--- src/rtl/evbank_pkg.sv ---
package evbank_pkg;
    localparam int EV_W  = 16;
    localparam int IDX_W = 7;

    localparam logic [IDX_W-1:0] IDX_REPORT_EN = 7'h70;
    localparam logic [IDX_W-1:0] IDX_WAKE_MASK = 7'h72;
    localparam logic [IDX_W-1:0] IDX_PENDING   = 7'h7A;
endpackage

--- src/rtl/evbank_cfg_reg.sv ---
module evbank_cfg_reg #(
    parameter int W = 16
) (
    input  logic         clk,
    input  logic         rst_n,
    input  logic         wr_i,
    input  logic [W-1:0] wdata_i,
    output logic [W-1:0] q_o
);
    always_ff @(posedge clk or negedge rst_n) begin
        if (!rst_n) q_o <= '0;
        else if (wr_i) q_o <= wdata_i;
    end

    AST_CFG_WRITE: assert property (@(posedge clk) disable iff (!rst_n)
        wr_i |=> q_o == $past(wdata_i));
    AST_CFG_HOLD: assert property (@(posedge clk) disable iff (!rst_n)
        !wr_i |=> $stable(q_o));
endmodule

--- src/rtl/evbank_pending.sv ---
module evbank_pending #(
    parameter int W = 16
) (
    input  logic         clk,
    input  logic         rst_n,
    input  logic [W-1:0] set_i,
    input  logic         wr_i,
    input  logic [W-1:0] wdata_i,
    output logic [W-1:0] q_o
);
    logic [W-1:0] clr_mask;
    logic [W-1:0] q_next;

    assign clr_mask = wr_i ? ~wdata_i : '0;

    for (genvar b = 0; b < W; b++) begin : g_bit
        // set has priority over a same-cycle clear
        assign q_next[b] = set_i[b] | (q_o[b] & ~clr_mask[b]);
    end

    always_ff @(posedge clk or negedge rst_n) begin
        if (!rst_n) q_o <= '0;
        else q_o <= q_next;
    end

    AST_SET_WINS: assert property (@(posedge clk) disable iff (!rst_n)
        (set_i != '0) |=> ((q_o & $past(set_i)) == $past(set_i)));
    AST_NO_SPONT_SET: assert property (@(posedge clk) disable iff (!rst_n)
        1'b1 |=> ((q_o & ~$past(q_o) & ~$past(set_i)) == '0));
    AST_IDLE_HOLD: assert property (@(posedge clk) disable iff (!rst_n)
        (!wr_i && set_i == '0) |=> $stable(q_o));
endmodule

--- src/rtl/evbank_reduce.sv ---
module evbank_reduce #(
    parameter int W = 16
) (
    input  logic         clk,
    input  logic         rst_n,
    input  logic [W-1:0] vec_i,
    input  logic [W-1:0] mask_i,
    output logic         flag_o
);
    always_ff @(posedge clk or negedge rst_n) begin
        if (!rst_n) flag_o <= 1'b0;
        else flag_o <= |(vec_i & mask_i);
    end

    AST_QUIET_LOW: assert property (@(posedge clk) disable iff (!rst_n)
        ((vec_i & mask_i) == '0) |=> !flag_o);
    AST_ROSE_CAUSE: assert property (@(posedge clk) disable iff (!rst_n)
        $rose(flag_o) |-> ($past(vec_i & mask_i) != '0));
endmodule

--- src/rtl/evbank_top.sv ---
module evbank_top
    import evbank_pkg::*;
(
    input  logic             clk,
    input  logic             rst_n,
    input  logic [EV_W-1:0]  fw_set,
    input  logic [IDX_W-1:0] reg_idx,
    input  logic [EV_W-1:0]  reg_wdata,
    input  logic             reg_we,
    output logic [EV_W-1:0]  reg_rdata,
    output logic             event_flag,
    output logic             irq_wake
);
    logic wr_en_reg, wr_mask_reg, wr_pend_reg;
    logic [EV_W-1:0] report_en, wake_mask, pending;

    assign wr_en_reg   = reg_we && (reg_idx == IDX_REPORT_EN);
    assign wr_mask_reg = reg_we && (reg_idx == IDX_WAKE_MASK);
    assign wr_pend_reg = reg_we && (reg_idx == IDX_PENDING);

    evbank_cfg_reg #(.W(EV_W)) u_report_en (
        .clk(clk), .rst_n(rst_n), .wr_i(wr_en_reg),
        .wdata_i(reg_wdata), .q_o(report_en));

    evbank_cfg_reg #(.W(EV_W)) u_wake_mask (
        .clk(clk), .rst_n(rst_n), .wr_i(wr_mask_reg),
        .wdata_i(reg_wdata), .q_o(wake_mask));

    evbank_pending #(.W(EV_W)) u_pending (
        .clk(clk), .rst_n(rst_n), .set_i(fw_set), .wr_i(wr_pend_reg),
        .wdata_i(reg_wdata), .q_o(pending));

    evbank_reduce #(.W(EV_W)) u_flag (
        .clk(clk), .rst_n(rst_n), .vec_i(pending),
        .mask_i(report_en), .flag_o(event_flag));

    evbank_reduce #(.W(EV_W)) u_wake (
        .clk(clk), .rst_n(rst_n), .vec_i(pending),
        .mask_i(wake_mask), .flag_o(irq_wake));

    always_comb begin
        case (reg_idx)
            IDX_REPORT_EN: reg_rdata = report_en;
            IDX_WAKE_MASK: reg_rdata = wake_mask;
            IDX_PENDING:   reg_rdata = pending;
            default:       reg_rdata = '0;
        endcase
    end

    AST_RDATA_UNUSED: assert property (@(posedge clk) disable iff (!rst_n)
        (reg_idx != IDX_REPORT_EN && reg_idx != IDX_WAKE_MASK &&
         reg_idx != IDX_PENDING) |-> reg_rdata == '0);
    AST_OUT_ZERO_IDLE: assert property (@(posedge clk) disable iff (!rst_n)
        (pending == '0) |=> (!event_flag && !irq_wake));
endmodule

--- config.mk ---
export PLATFORM = sky130hd
export DESIGN_NAME = evbank_top
export DESIGN_NICKNAME = d
export VERILOG_FILES = /design/src/rtl/evbank_pkg.sv /design/src/rtl/evbank_cfg_reg.sv /design/src/rtl/evbank_pending.sv /design/src/rtl/evbank_reduce.sv /design/src/rtl/evbank_top.sv
export SDC_FILE = /design/constraint.sdc
export NUM_CORES = 1
export LEC_CHECK = 0
export CORE_ASPECT_RATIO = 1.2
export CORE_UTILIZATION = 30
export CTS_BUF_LIST = sky130_fd_sc_hd__clkbuf_2 sky130_fd_sc_hd__clkbuf_4 sky130_fd_sc_hd__clkbuf_8
export CTS_CLUSTER_DIAMETER = 200
export DETAILED_ROUTE_END_ITERATION = 16
export GPL_TIMING_DRIVEN = 0
export PLACE_DENSITY = 0.61
export SYNTH_ARGS = -nofsm -noshare
export SYNTH_HDL_FRONTEND = slang
export SYNTH_SLANG_ARGS = --single-unit
--- constraint.sdc ---
create_clock -name clk -period 3.2 [get_ports clk]
set_clock_uncertainty 0.1 [all_clocks]
set_input_delay 0.32 -clock clk [delete_from_list [all_inputs] [get_ports clk]]
set_output_delay 0.32 -clock clk [all_outputs]
set_load 0.02 [all_outputs]
== Word-level counts from Yosys, hierarchy flattened ==
Index checks and enable logic that the tools add are counted.
Word-level totals
  register bits: 50
  output and inout bits: 18
  logic and storage cells: 66
Cells by class
  equal/unequal tests: 3
  multiplexer cells: 2
  bitwise gates (word level): 51
  reductions and logical operators: 5
Operator list (number)
  one-hot mux 16 bit (3 select lines): 1
  AND 16 bit: 2
  OR reduction 16 bit: 2
  equality test 7 bit (second input constant): 3
  AND 1 bit: 16
  2-to-1 mux 16 bit: 1
  inverter 1 bit: 16
  inverter 16 bit: 1
  bitwise OR 1 bit: 16
  logical AND 1 bit: 3

== Longest topological paths before layout ==
Gate-level depths: netlist of the first run.
  word-level depth: 6
  gate-level depth with buffers: 6

== Modules after synthesis ==
Synthesis of the first run repeated with hierarchy kept, for this count alone.
Second synthesis, totals
  cell total of the unflattened synthesis: 200
  area, all modules: 2656.3 sq um
Modules (own cells, without submodules)
  evbank_cfg_reg: instances 2, cells an instance 34, area each 649.4 sq um, sequential area each 400.4 sq um
  evbank_pending: instances 1, cells an instance 49, area each 631.9 sq um, sequential area each 400.4 sq um
  evbank_top: instances 1, cells an instance 63, area each 473.0 sq um, sequential area each 0.0 sq um
  evbank_reduce: instances 2, cells an instance 10, area each 126.4 sq um, sequential area each 25.0 sq um

== Worst setup path before layout of the first run ==
OpenSTA, ideal clock, no wires.
  path kind: input to output
  start: input reg_idx[1]
  end: output reg_rdata[10]
  arrival: 1.507 ns
  required time: 2.780 ns
  setup slack: 1.273 ns
  stages on the path: 5
  buffers on the path: 2
  path through: buf_4 -> buf_1 -> mux2i_1 -> a2bb2oi_1 -> nor2_1
Between the ends
  cells in the longest elaborated chain, start to end: 2
Ends and longest elaborated chain
  start, declared: RTL line evbank_top.sv:7  | input logic [IDX_W-1:0] reg_idx,
  equality test 7 bit: RTL line evbank_top.sv:42  | case (reg_idx)
  one-hot mux 16 bit (3 select lines) *: RTL line evbank_top.sv:42
  end, declared: RTL line evbank_top.sv:10  | output logic [EV_W-1:0] reg_rdata,
Every way passes the cells marked *; elsewhere a longest branch is shown, timed or not.

== Worst setup path after layout of the first run ==
  start: input reg_idx[5]
  end: output reg_rdata[11]
Same word-level chain as after synthesis.

==> results.json, run 1 <==
{
  "status": "finished, final reports clean",
  "synth-compound-area-share_pct": 14.2,
  "seq_area_um2": 1250,
  "numCtsBuffers": 5,
  "max_stage_delay_ns": 0.64,
  "vdd_drop_max_v": 0.000220,
  "cap_violations": 0,
  "r2r-end": "u_wake.flag_o",
  "initial_utilization_pct": 31.1,
  "crit_slowest_cell": "clkdlybuf4s50_1",
  "placed_cells": 389,
  "clock_latency_ns": 0.30,
  "hold_viol_final": 0,
  "synth_common_cells": "dfrtp_1, nor2_1, mux2_2",
  "die_y_um": 103,
  "synthAdderAreaFrac_pct": 0,
  "cp.depth": 6,
  "netlist_area_um2": 2530,
  "endpoint_kind": "primary output",
  "area_delta_synth_final_pct": 35.1,
  "power_frac_clock_pct": 36.0,
  "grt_pass1_vias": 1995,
  "worstPathMaxFanout": 16,
  "muxShareOfSynthArea_pct": 22.0,
  "ys_seq_elements": 50,
  "dpl.hpwl_um": 4720,
  "crit_type": "input port to primary output",
  "firstDrtPassIters": 4,
  "powerDensity_nw_per_um2": 439,
  "netlist_instances": 216,
  "p_sw_uw": 341,
  "ys_seq_area_share_pct": 49.4,
  "synth-xor-area-share_pct": 0,
  "holdWs_ns": 0.441,
  "cp-startpoint": "reg_idx[5]",
  "fin_ws_ns": 0.193,
  "cts_tree": "built",
  "worst_r2r_startpoint": "u_pending.q_o[8]",
  "synth_edf_count": 0,
  "worstPathArrival_ns": 2.59,
  "r2r_slack_ns": 1.81,
  "power.leakage_uw": 0.00145,
  "clkSinkCount": 50,
  "post-cts-setup-buffer-count": 0,
  "ant_nets": 0,
  "drive_above_1_share_pct": 18.7,
  "fill_cells": 790,
  "antenna_found_initial": 0,
  "setup_viol": 0,
  "intPower_uw": 1160,
  "yosys.cell_count.top_type": "dfrtp_1",
  "cts-htree-levels": 2,
  "drt_wl_total_um": 6420,
  "max_freq_mhz": 333,
  "period_share_pct": 94.0,
  "critPathTopFamily": "buffers and inverters",
  "place_congestion": 0.787,
  "tightest_slew_ns": 0.980,
  "floorplan.rows": 36,
  "syn_nets": 258,
  "swShare_pct": 22.7,
  "grt_max_degree": 27,
  "ios": 60,
  "first_iter_violations": 106,
  "gr-usage-all-layers_pct": 15.7,
  "dieWidth_um": 85.9,
  "io_buffers": 58,
  "grt_first_pass_wirelength_um": 10400,
  "wl_per_cell_um": 16.2,
  "dieArea_um2": 8820,
  "synth.distinct_cells": 24,
  "hold_path_class": "flop to flop",
  "synth_largest_area_cell": "dfrtp_1",
  "tns_ns": 0,
  "drcViolationCount": 0,
  "vias": 1961,
  "post-place-ws_ns": 0.0801,
  "finalMaxSlewViolations": 0,
  "core_area_um2": 8150,
  "grt_overflow": 0,
  "slew_headroom_pct": 34.5,
  "multiInputGateArea_um2": 1200,
  "syn_avg_cell_area_um2": 11.7,
  "cts_root_buf": "clkbuf_8",
  "crit_top_cell": "clkdlybuf4s50_1",
  "yosysTopAreaCellShare_pct": 49.4,
  "cp_cell_sequence": "clkdlybuf4s50_1 > nand4b_4 > or2_2 > clkbuf_1 > nor2_1 > clkdlybuf4s50_1",
  "yosys.area_share.simple_pct": 11.3,
  "start_kind": "input port",
  "r2r_cells": 3,
  "critical_path_buf_inv_count": 3,
  "cp-endpoint": "reg_rdata[11]",
  "p_comb_share_pct": 17.3,
  "period_needed_ns": 3.01,
  "rsz0062_at_grt": "no",
  "synth_top_family_by_area": "multiplexers",
  "cts.path.max_buffers": 2,
  "cts.clk_slew.worst_paths_ns": 0.09,
  "yosys_warnings": 0,
  "seq_power_share_pct": 46.7,
  "num_antenna_cells": 0,
  "required_ns": 2.78,
  "synthFlopType": "dfrtp_1",
  "p_total_uw": 1500,
  "synth_area_leaders": "dfrtp_1, mux2_2, nor2_1",
  "async_reset_ff_share_pct": 100,
  "post_drt_via_cell_ratio": 4.94,
  "nets": 324,
  "final_cells": 397
}
layout make-up:
type | count | area share (%)
sequential | 50 | 36.6
multi-input combinational | 154 | 35.2
timing repair buffer | 60 | 17.7
tap | 114 | 4.17
clock buffer | 6 | 2.41
buffer | 11 | 2.19
clock inverter | 2 | 1.76
logic make-up (layout without fill, tap and decap cells):
| group | count (synthesis) | after routing |
|---|---|---|
| AO/OA/AOI/OAI | 48 | 48 |
| AND/OR/NAND/NOR | 58 | 58 |
| multiplexers | 48 | 48 |
| buffers and inverters | 12 | 79 |
| flip-flops | 50 | 50 |
metrics by stage:
stage / utilization, % / cell area, um^2
after floorplan: - / 2530
after detailed placement: 40.1 / 3270
after global routing: 42.0 / 3420
final: 42.0 / 3420
after CTS: 42.0 / 3420
after global placement: 39.9 / 3260
cell usage in the layout, fill, tap and decap left out, types with 2 or more instances in the layout:
| cell type | n |
|---|---|
| clkbuf_8 | 6 |
| clkbuf_1 | 4 |
| a221oi_1 | 8 |
| bufinv_16 | 2 |
| clkdlybuf4s50_1 | 57 |
| a21oi_1 | 16 |
| mux2i_1 | 16 |
| dfrtp_1 | 50 |
| nand4_1 | 2 |
| buf_12 | 2 |
| mux2_2 | 22 |
| a22o_1 | 8 |
| buf_4 | 2 |
| nor2_1 | 48 |
| a2bb2oi_1 | 16 |
| mux2_4 | 10 |
| buf_2 | 2 |
repair_timing:
action                                 4_1_cts  5_1_grt
endpoints found under the hold margin       24        0
resized for setup                            0        2
hold buffers                                 1        0
setup endpoints to repair                    0        6
power groups by stage:
stage | sequential, uW | clock (uW) | combinational, uW
final | 702 | 540 | 260
after global routing | 708 | 574 | 284
after CTS | 702 | 551 | 264
after detailed placement | 714 | 0 | 262
after global placement | 713 | 0 | 257
after floorplan | 718 | 0 | 130
state kept, by name, summed over array words and instances, names as in the netlist:
register / count
u_wake_mask.q_o: 16
u_pending.q_o: 16
u_flag.flag_o: 1
u_report_en.q_o: 16
u_wake.flag_o: 1
worst min path at each step:
stage | end | start | cells past startpoint
after floorplan | u_flag.flag_o | rst_n | 0
after global placement | u_report_en.q_o[12] | u_report_en.q_o[12] | 1
after detailed placement | u_pending.q_o[13] | rst_n | 1
after CTS | u_wake_mask.q_o[3] | u_wake_mask.q_o[3] | 1
after global routing | u_report_en.q_o[2] | u_report_en.q_o[2] | 1
final | u_report_en.q_o[10] | u_report_en.q_o[10] | 1
metal layers:
layer	up-vias	wire length [um]	track usage, %
li1	928	-	-
met1	970	3070	21.2
met2	51	3000	25.9
met4	0	106	5.51
met3	12	243	2.40
met5	-	0	0
worst register-to-register path: stages, from the launching register on:
cell and delay, ns:
dfrtp_1 0.44, a22o_1 0.24, a221oi_1 0.32, nand4_1 0.16
Power figures use the tool's default switching activity.
==> run 2: changes to the inputs <==
CORE_MARGIN = 5   (was default)
CTS_CLUSTER_DIAMETER = default   (was 200)
==> run 2 against run 1 <==
  * Utilization down 0.57 points
  * First-iteration DRC count increased by 27%
  * Combinational power hardly changed
  * Routed wire length increased by 6.2%
  * Fmax is 1.3% lower
  * Worst setup slack lost 0.038 ns
  * Sequential power about the same
  * Power fell by 5.6%
  * Final cell count unchanged
  * Sequential share of layout area is 0.30 points higher
  * Clock power decreased by 16%
  * Critical endpoint is now reg_rdata[5]
==> results.json, run 2 (synthesis gave the netlist of run 1 again) <==
{
  "grt_overflow": 0,
  "seq_power_share_pct": 49.6,
  "antenna_found_initial": 0,
  "power.leakage_uw": 0.00143,
  "endpoint_kind": "primary output",
  "powerDensity_nw_per_um2": 418,
  "grt_first_pass_wirelength_um": 11000,
  "p_comb_share_pct": 18.3,
  "cap_violations": 0,
  "ant_nets": 0,
  "grt_max_degree": 28,
  "worstPathMaxFanout": 10,
  "vias": 2005,
  "post_drt_via_cell_ratio": 5.05,
  "firstDrtPassIters": 5,
  "status": "finished, final reports clean",
  "power_frac_clock_pct": 32.0,
  "initial_utilization_pct": 30.9,
  "first_iter_violations": 135,
  "vdd_drop_max_v": 0.000173,
  "area_delta_synth_final_pct": 34.0,
  "drcViolationCount": 0,
  "cp_cell_sequence": "clkdlybuf4s50_1 > nand4b_4 > or2_2 > clkbuf_1 > clkbuf_1 > nor2_1 > clkdlybuf4s50_1",
  "nets": 325,
  "clkSinkCount": 50,
  "tns_ns": 0,
  "crit_slowest_cell": "clkdlybuf4s50_1",
  "max_stage_delay_ns": 0.63,
  "floorplan.rows": 36,
  "period_needed_ns": 3.05,
  "slew_headroom_pct": 35.0,
  "gr-usage-all-layers_pct": 13.5,
  "hold_path_class": "input port to asynchronous set/reset pin",
  "dieWidth_um": 93.9,
  "cts.clk_slew.worst_paths_ns": 0.09,
  "setup_viol": 0,
  "cts.path.max_buffers": 2,
  "required_ns": 2.78,
  "dieArea_um2": 10400,
  "num_antenna_cells": 0,
  "die_y_um": 111,
  "tightest_slew_ns": 0.972,
  "core_area_um2": 8200,
  "reg.largest.list": "u_pending.q_o x16, u_report_en.q_o x16, u_wake_mask.q_o x16",
  "swShare_pct": 24.0,
  "p_sw_uw": 340,
  "holdWs_ns": 0.436,
  "crit_type": "input port to primary output",
  "post-cts-setup-buffer-count": 0,
  "post_cts_resize_count": 0,
  "drt_wl_total_um": 6810,
  "worstPathArrival_ns": 2.63,
  "ios": 60,
  "mostFrequentLayoutCells": "clkdlybuf4s50_1, dfrtp_1, nor2_1",
  "clock_latency_ns": 0.30,
  "dpl.hpwl_um": 5030,
  "placed_cells": 389,
  "rsz0062_at_grt": "no",
  "cts_tree": "built",
  "period_share_pct": 95.2,
  "hold_viol_final": 0,
  "intPower_uw": 1080,
  "cts_root_buf": "clkbuf_8",
  "drive_above_1_share_pct": 18.0,
  "grt_pass1_vias": 2104,
  "max_freq_mhz": 328,
  "r2r_cells": 3,
  "finalMaxSlewViolations": 0,
  "wl_per_cell_um": 17.2,
  "start_kind": "input port",
  "place_congestion": 0.793,
  "layout_commonest_cell": "clkdlybuf4s50_1",
  "final_cells": 397,
  "numCtsBuffers": 5,
  "io_buffers": 58,
  "cts-htree-levels": 2
}
==> run 2: cell types whose count changed in the layout (fill, tap and decap cells not counted), sizes merged <==
cell / change
bufinv: -1
clkbuf: +1
==> run 2: final cells by class <==
type                            instances  area, um^2
Multi-Input combinational cell        154        1200
Buffer                                 12        77.6
Timing Repair Buffer                   60         606
Tap cell                              114         143
Clock inverter                          1        30.0
Sequential cell                        50        1250
Fill cell                             852        4800
Clock buffer                            6        82.6
==> run 2: final timing paths <==
kind                                     start  slack, ns                  end
max                                 reg_idx[5]       0.15         reg_rdata[5]
min                                      rst_n       0.44  u_wake_mask.q_o[15]
max reg2reg                   u_pending.q_o[5]       1.81        u_flag.flag_o
min reg2reg                u_report_en.q_o[14]       0.44  u_report_en.q_o[14]
max in group asynchronous                rst_n       2.02     u_pending.q_o[7]
min in group clk           u_report_en.q_o[14]       0.44  u_report_en.q_o[14]
==> run 2: per-stage QoR <==
stage / utilization (%) / area, um^2 / setup slack, ns / power (uW)
floorplan: - / 2530 / 1.27 / 848
global placement: 39.7 / 3260 / 0.162 / 970
detailed placement: 39.9 / 3270 / 0.147 / 976
CTS: 41.4 / 3390 / 0.144 / 1430
global route: 41.4 / 3390 / 0.0102 / 1480
finish: 41.4 / 3390 / 0.154 / 1420
==> run 2: timing repair <==
action | in CTS | in global routing
hold buffers | 1 | 0
setup endpoints to repair | 0 | 0
hold endpoints to repair | 23 | 0
==> run 2: worst max-delay path: cells and delay by family <==
| family | cells | cell delay, ns |
|---|---|---|
| AND/OR/NAND/NOR | 3 | 0.65 |
| buffers and inverters | 4 | 1.65 |
==> run 2: routing by layer <==
metal	global-route usage [%]	share of wire (%)	wire length [um]
met1	17.0	42	2890
met2	22.6	51	3440
met3	3.05	4.9	332
met4	4.43	2.1	141
met5	0	0	0
==> run 2: power groups by stage <==
stage / Clock [uW] / Combinational [uW] / Sequential [uW]
after floorplan: 0 / 130 / 718
after global placement: 0 / 255 / 715
after detailed placement: 0 / 261 / 715
after CTS: 468 / 262 / 703
after global routing: 491 / 281 / 708
final: 454 / 260 / 704
==> run 3: changes to the inputs <==
TNS_END_PERCENT = 10   (was default)
==> results of run 3 <==
The final DEF is identical to that of run 2; final timing and power are the same.
